--- src/rtl/phy_mode_pkg.sv ---
package phy_mode_pkg;

  localparam int CFG_W  = 8;
  localparam int RATE_W = 11;

  localparam int B_SAFE  = 7;
  localparam int B_HOLD  = 6;
  localparam int B_SCRAM = 5;
  localparam int B_ALT   = 4;
  localparam int B_OQ    = 3;
  localparam int B_SUB   = 2;

  typedef enum logic [2:0] {
    SHP_NONE      = 3'd0,
    SHP_HALF_SINE = 3'd1,
    SHP_RC08      = 3'd2,
    SHP_SIN_RC02  = 3'd3,
    SHP_RC02      = 3'd4
  } shape_e;

  typedef struct packed {
    logic              oqpsk;
    logic [RATE_W-1:0] chip;
    logic [RATE_W-1:0] rate;
    shape_e            shape;
    logic              alt_spread;
    logic              scram;
    logic              valid;
    logic              hold;
  } mode_t;

  function automatic logic [RATE_W-1:0] oq_rate(input logic sub, input logic [1:0] code);
    logic [RATE_W-1:0] r;
    case (code)
      2'd0:    r = sub ? RATE_W'(250)  : RATE_W'(100);
      2'd1:    r = sub ? RATE_W'(500)  : RATE_W'(200);
      2'd2:    r = sub ? RATE_W'(1000) : RATE_W'(400);
      default: r = sub ? RATE_W'(500)  : RATE_W'(0);
    endcase
    return r;
  endfunction

  function automatic mode_t decode_cfg(input logic [CFG_W-1:0] c);
    mode_t m;
    logic  oq, sub, alt;
    oq  = c[B_OQ];
    sub = c[B_SUB];
    alt = c[B_ALT];
    m.oqpsk = oq;
    if (oq) m.chip = sub ? RATE_W'(1000) : RATE_W'(400);
    else    m.chip = sub ? RATE_W'(600)  : RATE_W'(300);
    if (oq) m.rate = oq_rate(sub, c[1:0]);
    else    m.rate = sub ? RATE_W'(40) : RATE_W'(20);
    if (!oq)     m.shape = SHP_NONE;
    else if (sub) m.shape = alt ? SHP_RC08 : SHP_HALF_SINE;
    else          m.shape = alt ? SHP_RC02 : SHP_SIN_RC02;
    m.alt_spread = alt && !oq;
    m.scram      = c[B_SCRAM] && oq && (c[1:0] == 2'd2);
    m.valid      = !(oq && !sub && (c[1:0] == 2'd3));
    m.hold       = c[B_HOLD];
    return m;
  endfunction

endpackage

--- src/rtl/phy_cfg_reg.sv ---
module phy_cfg_reg #(
  parameter int                 W         = 8,
  parameter logic [W-1:0]       RESET_VAL = '0
) (
  input  logic         clk,
  input  logic         rst,
  input  logic         wr,
  input  logic [W-1:0] wdata,
  output logic [W-1:0] q
);
  always_ff @(posedge clk) begin
    if (rst)     q <= RESET_VAL;
    else if (wr) q <= wdata;
  end
endmodule

--- src/rtl/phy_mode_decode.sv ---
module phy_mode_decode
  import phy_mode_pkg::*;
#(
  parameter logic [CFG_W-1:0] RESET_VAL = 8'h14
) (
  input  logic             clk,
  input  logic             rst,
  input  logic [CFG_W-1:0] cfg,
  output mode_t            mode_q
);
  always_ff @(posedge clk) begin
    if (rst) mode_q <= decode_cfg(RESET_VAL);
    else     mode_q <= decode_cfg(cfg);
  end
endmodule

--- src/rtl/phy_buf_guard.sv ---
module phy_buf_guard #(
  parameter int                       STATE_W  = 5,
  parameter int                       N_RX     = 2,
  parameter logic [N_RX*STATE_W-1:0]  RX_CODES = {5'h16, 5'h06}
) (
  input  logic               clk,
  input  logic               rst,
  input  logic               safe_en,
  input  logic               frame_ok,
  input  logic [STATE_W-1:0] state,
  input  logic               rd_active,
  input  logic               sel_n,
  output logic               locked
);
  logic               sel_prev;
  logic [STATE_W-1:0] state_prev;
  logic [N_RX-1:0]    prev_hit;
  logic               sel_release, leave_rx, clear_evt;

  always_ff @(posedge clk) begin
    sel_prev   <= sel_n;
    state_prev <= state;
  end

  for (genvar i = 0; i < N_RX; i++) begin : g_rx_match
    assign prev_hit[i] = (state_prev == RX_CODES[i*STATE_W +: STATE_W]);
  end

  assign sel_release = sel_n && !sel_prev && rd_active;
  assign leave_rx    = (|prev_hit) && (state != state_prev);
  assign clear_evt   = sel_release || leave_rx || !safe_en;

  always_ff @(posedge clk) begin
    if (rst)                       locked <= 1'b0;
    else if (clear_evt)            locked <= 1'b0;
    else if (safe_en && frame_ok)  locked <= 1'b1;
  end
endmodule

--- src/rtl/phy_mode_ctrl.sv ---
module phy_mode_ctrl
  import phy_mode_pkg::*;
#(
  parameter int                 STATE_W      = 5,
  parameter logic [STATE_W-1:0] RX_ON_CODE   = 5'h06,
  parameter logic [STATE_W-1:0] RX_AACK_CODE = 5'h16,
  parameter logic [7:0]         RESET_VAL    = 8'h14
) (
  input  logic               clk,
  input  logic               rst,
  input  logic               cfg_wr,
  input  logic [7:0]         cfg_wdata,
  output logic [7:0]         cfg_rdata,
  input  logic               rx_frame_ok,
  input  logic [STATE_W-1:0] trx_state,
  input  logic               buf_read,
  input  logic               spi_sel_n,
  output logic               is_oqpsk,
  output logic [10:0]        chip_kcps,
  output logic [10:0]        rate_kbps,
  output logic [2:0]         shape_sel,
  output logic               alt_spread,
  output logic               scram_on,
  output logic               mode_ok,
  output logic               reg_hold,
  output logic               buf_locked
);
  localparam int N_RX = 2;

  mode_t mode_q;

  phy_cfg_reg #(.W(CFG_W), .RESET_VAL(RESET_VAL)) u_reg (
    .clk(clk), .rst(rst), .wr(cfg_wr), .wdata(cfg_wdata), .q(cfg_rdata)
  );

  phy_mode_decode #(.RESET_VAL(RESET_VAL)) u_dec (
    .clk(clk), .rst(rst), .cfg(cfg_rdata), .mode_q(mode_q)
  );

  phy_buf_guard #(
    .STATE_W(STATE_W), .N_RX(N_RX), .RX_CODES({RX_AACK_CODE, RX_ON_CODE})
  ) u_guard (
    .clk(clk), .rst(rst), .safe_en(cfg_rdata[B_SAFE]), .frame_ok(rx_frame_ok),
    .state(trx_state), .rd_active(buf_read), .sel_n(spi_sel_n), .locked(buf_locked)
  );

  assign is_oqpsk   = mode_q.oqpsk;
  assign chip_kcps  = mode_q.chip;
  assign rate_kbps  = mode_q.rate;
  assign shape_sel  = mode_q.shape;
  assign alt_spread = mode_q.alt_spread;
  assign scram_on   = mode_q.scram;
  assign mode_ok    = mode_q.valid;
  assign reg_hold   = mode_q.hold;
endmodule

--- config.mk ---
export PLATFORM = sky130hd
export DESIGN_NAME = phy_mode_ctrl
export DESIGN_NICKNAME = d
export VERILOG_FILES = /design/src/rtl/phy_mode_pkg.sv /design/src/rtl/phy_cfg_reg.sv /design/src/rtl/phy_mode_decode.sv /design/src/rtl/phy_buf_guard.sv /design/src/rtl/phy_mode_ctrl.sv
export SDC_FILE = /design/constraint.sdc
export NUM_CORES = 1
export LEC_CHECK = 0
export BUFFER_PORTS_ARGS = -buffer_cell sky130_fd_sc_hd__buf_2
export CORE_MARGIN = 2
export CORE_UTILIZATION = 35
export CTS_CLUSTER_DIAMETER = 50
export DETAILED_ROUTE_END_ITERATION = 10
export SETUP_SLACK_MARGIN = 0.5
export SKIP_CTS_REPAIR_TIMING = 1
export SLEW_MARGIN = 5
export SYNTH_ARGS = -nofsm -noshare
export SYNTH_HDL_FRONTEND = slang
export SYNTH_SLANG_ARGS = --single-unit
--- constraint.sdc ---
create_clock -name clk -period 3.5 [get_ports clk]
set_clock_uncertainty 0.1 [all_clocks]
set_input_delay 0.175 -clock clk [delete_from_list [all_inputs] [get_ports clk]]
set_output_delay 0.175 -clock clk [all_outputs]
set_load 0.02 [all_outputs]
==> impl_metrics.env <==
export IMPL_firstDrtPassIters=4
export IMPL_synth_top_cell_area_share_pct=56.88
export IMPL_io_pins=58
export IMPL_grt_overflow_total=0
export IMPL_gp_congestion=0.7288
export IMPL_syn_inst=127
export IMPL_cts_buffers=5
export IMPL_dp_cells=219
export IMPL_cts_root_buf="clkbuf_8"
export IMPL_max_freq_mhz=636.6
export IMPL_synthArstFlopShare_pct=0
export IMPL_hold_path_class="primary input to register"
export IMPL_drv_slew=0
export IMPL_clockBufferDepth=2
export IMPL_report_final_setup_viol=0
export IMPL_ys_warn_count=0
export IMPL_crit_path_end_kind="register"
export IMPL_cp_max_fo=7
export IMPL_min_period_ns=1.571
export IMPL_timing_setup_tns_ns=0
export IMPL_crit_path_top_delay_cell="dfxtp_1"
export IMPL_dieArea_um2=4332
export IMPL_synth_cell_type_count=31
export IMPL_cts_sinks=38
export IMPL_post_route_period_util_pct=44.88
export IMPL_ys_seq_area_share_pct=56.88
export IMPL_crit_type="register to register"
export IMPL_portBuffers=52
export IMPL_nNetsFinal=210
export IMPL_grt_pass1_vias=874
export IMPL_finalNonFillerCells=233
export IMPL_crit_chain="inv_1, ha_1, nor2_1, o21ai_0, a211o_1"
export IMPL_initial_core_util_pct=36.53
export IMPL_grt_pass1_wl_um=3746
export IMPL_dieHeight_um=65.82
export IMPL_track_usage_pct=11.73
export IMPL_crit_arrival_ns=1.65
export IMPL_postSynthAreaPerCell_um2=10.53
export IMPL_status="completed"
export IMPL_grt_max_degree=16
export IMPL_vdd_ir_drop_max_v=0.0002243
export IMPL_drt_iter0_markers=25
export IMPL_netlist_area_um2=1338
export IMPL_drc_errors=0
export IMPL_synth_edf_count=0
export IMPL_critPathLaunchType="register"
export IMPL_dp_hpwl_um=1854
export IMPL_tritoncts="yes"
export IMPL_cts_htree_levels=2
export IMPL_final_common_cell="buf_2"
export IMPL_area_delta_synth_final_pct=30.31
export IMPL_core_um2=3661
export IMPL_die_w_um=65.82
export IMPL_worstSkewPairLatency_ns=0.28
export IMPL_critPathRequiredTime_ns=3.58
export IMPL_routedWlPerCell_um=10.67
export IMPL_final_cell_mix="52 x buf_2, 38 x dfxtp_1, 15 x nor2_1"
export IMPL_routed_via_density=4.348
export IMPL_totalWireLength_um=2486
export IMPL_clkTransAtPathRegs_ns=0.07
export IMPL_yosys_area_top_type="dfxtp_1"
export IMPL_postRouteAntennaNets=0
export IMPL_power_density_nw_per_um2=496.5
export IMPL_max_cap_viol_count=0
export IMPL_synthFlopType="dfxtp_1"
export IMPL_synthTopCellsByArea="dfxtp_1 57%, ha_1 6.5%, mux2i_1 6.0%, buf_4 5.1%, nor2_1 4.2%"
export IMPL_rsz0062_at_grt="false"
export IMPL_rows=22
export IMPL_ys_ff_latch=38
export IMPL_antenna_found_initial=0
export IMPL_drive_gt1_share_pct=33.51
export IMPL_vias=1013
export IMPL_final_hold_violation_count=0
export IMPL_leakagePower_nw=0.8756
export IMPL_diodes=0
export IMPL_max_stage_delay_ns=0.46
## final cells by class
class	count	area, um2
fill	363	1918
clock inverter	1	5.005
sequential	38	760.7
timing repair buffer	58	320.3
tap	48	60.06
clock buffer	7	86.33
multi-input combinational	72	476.7
inverter	9	33.78
## cells by family (layout without fill, tap and decap cells)
family,count (synthesis),after routing,synth area share (%)
flops,38,38,56.88
simple gates,34,34,12.53
buf+inv,21,75,8.605
compound gates,16,16,7.858
mux,8,8,5.987
fa+ha+maj,7,7,6.548
xor+xnor,2,2,1.310
other cells,1,5,0.2804
## synthesized netlist by cell type, types with 2 or more instances
master,n
and3_1,4
nor2_1,15
a21oi_1,3
nand2_1,6
ha_1,7
a211oi_1,2
mux2i_1,8
inv_1,8
nor2b_1,2
o21ai_0,5
buf_2,2
buf_4,9
dfxtp_1,38
## critical path: cells and delay by family (launching register included)
family          cells  cell delay (ns)
flops               1             0.46
buf+inv             1             0.10
fa+ha+maj           1             0.29
simple gates        1             0.12
compound gates      2             0.39
## metal layers
layer	wire, um	GRT usage, %	vias to the layer above
met4	53	6.250	0
li1	-	-	519
met3	222	5.281	5
met5	0	0	-
met1	1094	13.57	450
met2	1116	18.06	39
## power by group
part / switching (W) / internal, W
sequential: 0.0000135 / 0.000452
combinational: 0.0000602 / 0.0000415
clock: 0.000139 / 0.000159
## stage by stage
step	hold slack, ns	area, um2	utilization, %	setup WS, ns	total power (W)
floorplan	0.1027	1353	-	1.941	0.0005444
global placement	0.1923	1592	43.47	2.025	0.0005715
detailed placement	0.1935	1592	43.47	1.932	0.0005737
CTS	-0.1096	1683	45.97	1.918	0.0008747
global route	0.001374	1743	47.61	1.773	0.0009089
finish	0.001602	1743	47.61	1.929	0.0008653
## flip-flops by register name (all words and copies together) (netlist names)
name / flops
u_dec.mode_q: 23
u_reg.q: 8
u_guard.sel_prev: 1
u_guard.locked: 1
u_guard.state_prev: 5
## path summary, 6_finish.rpt
path,from,endpoint,slack [ns],cells after the start
worst max-delay path,u_reg.q[0],u_dec.mode_q[10],1.93,5
worst min-delay path,cfg_wdata[4],u_reg.q[4],0.002,3
worst max register to register,u_reg.q[0],u_dec.mode_q[10],1.93,5
worst min register to register,u_reg.q[6],u_dec.mode_q[0],0.38,1
Power figures use the tool's default switching activity.
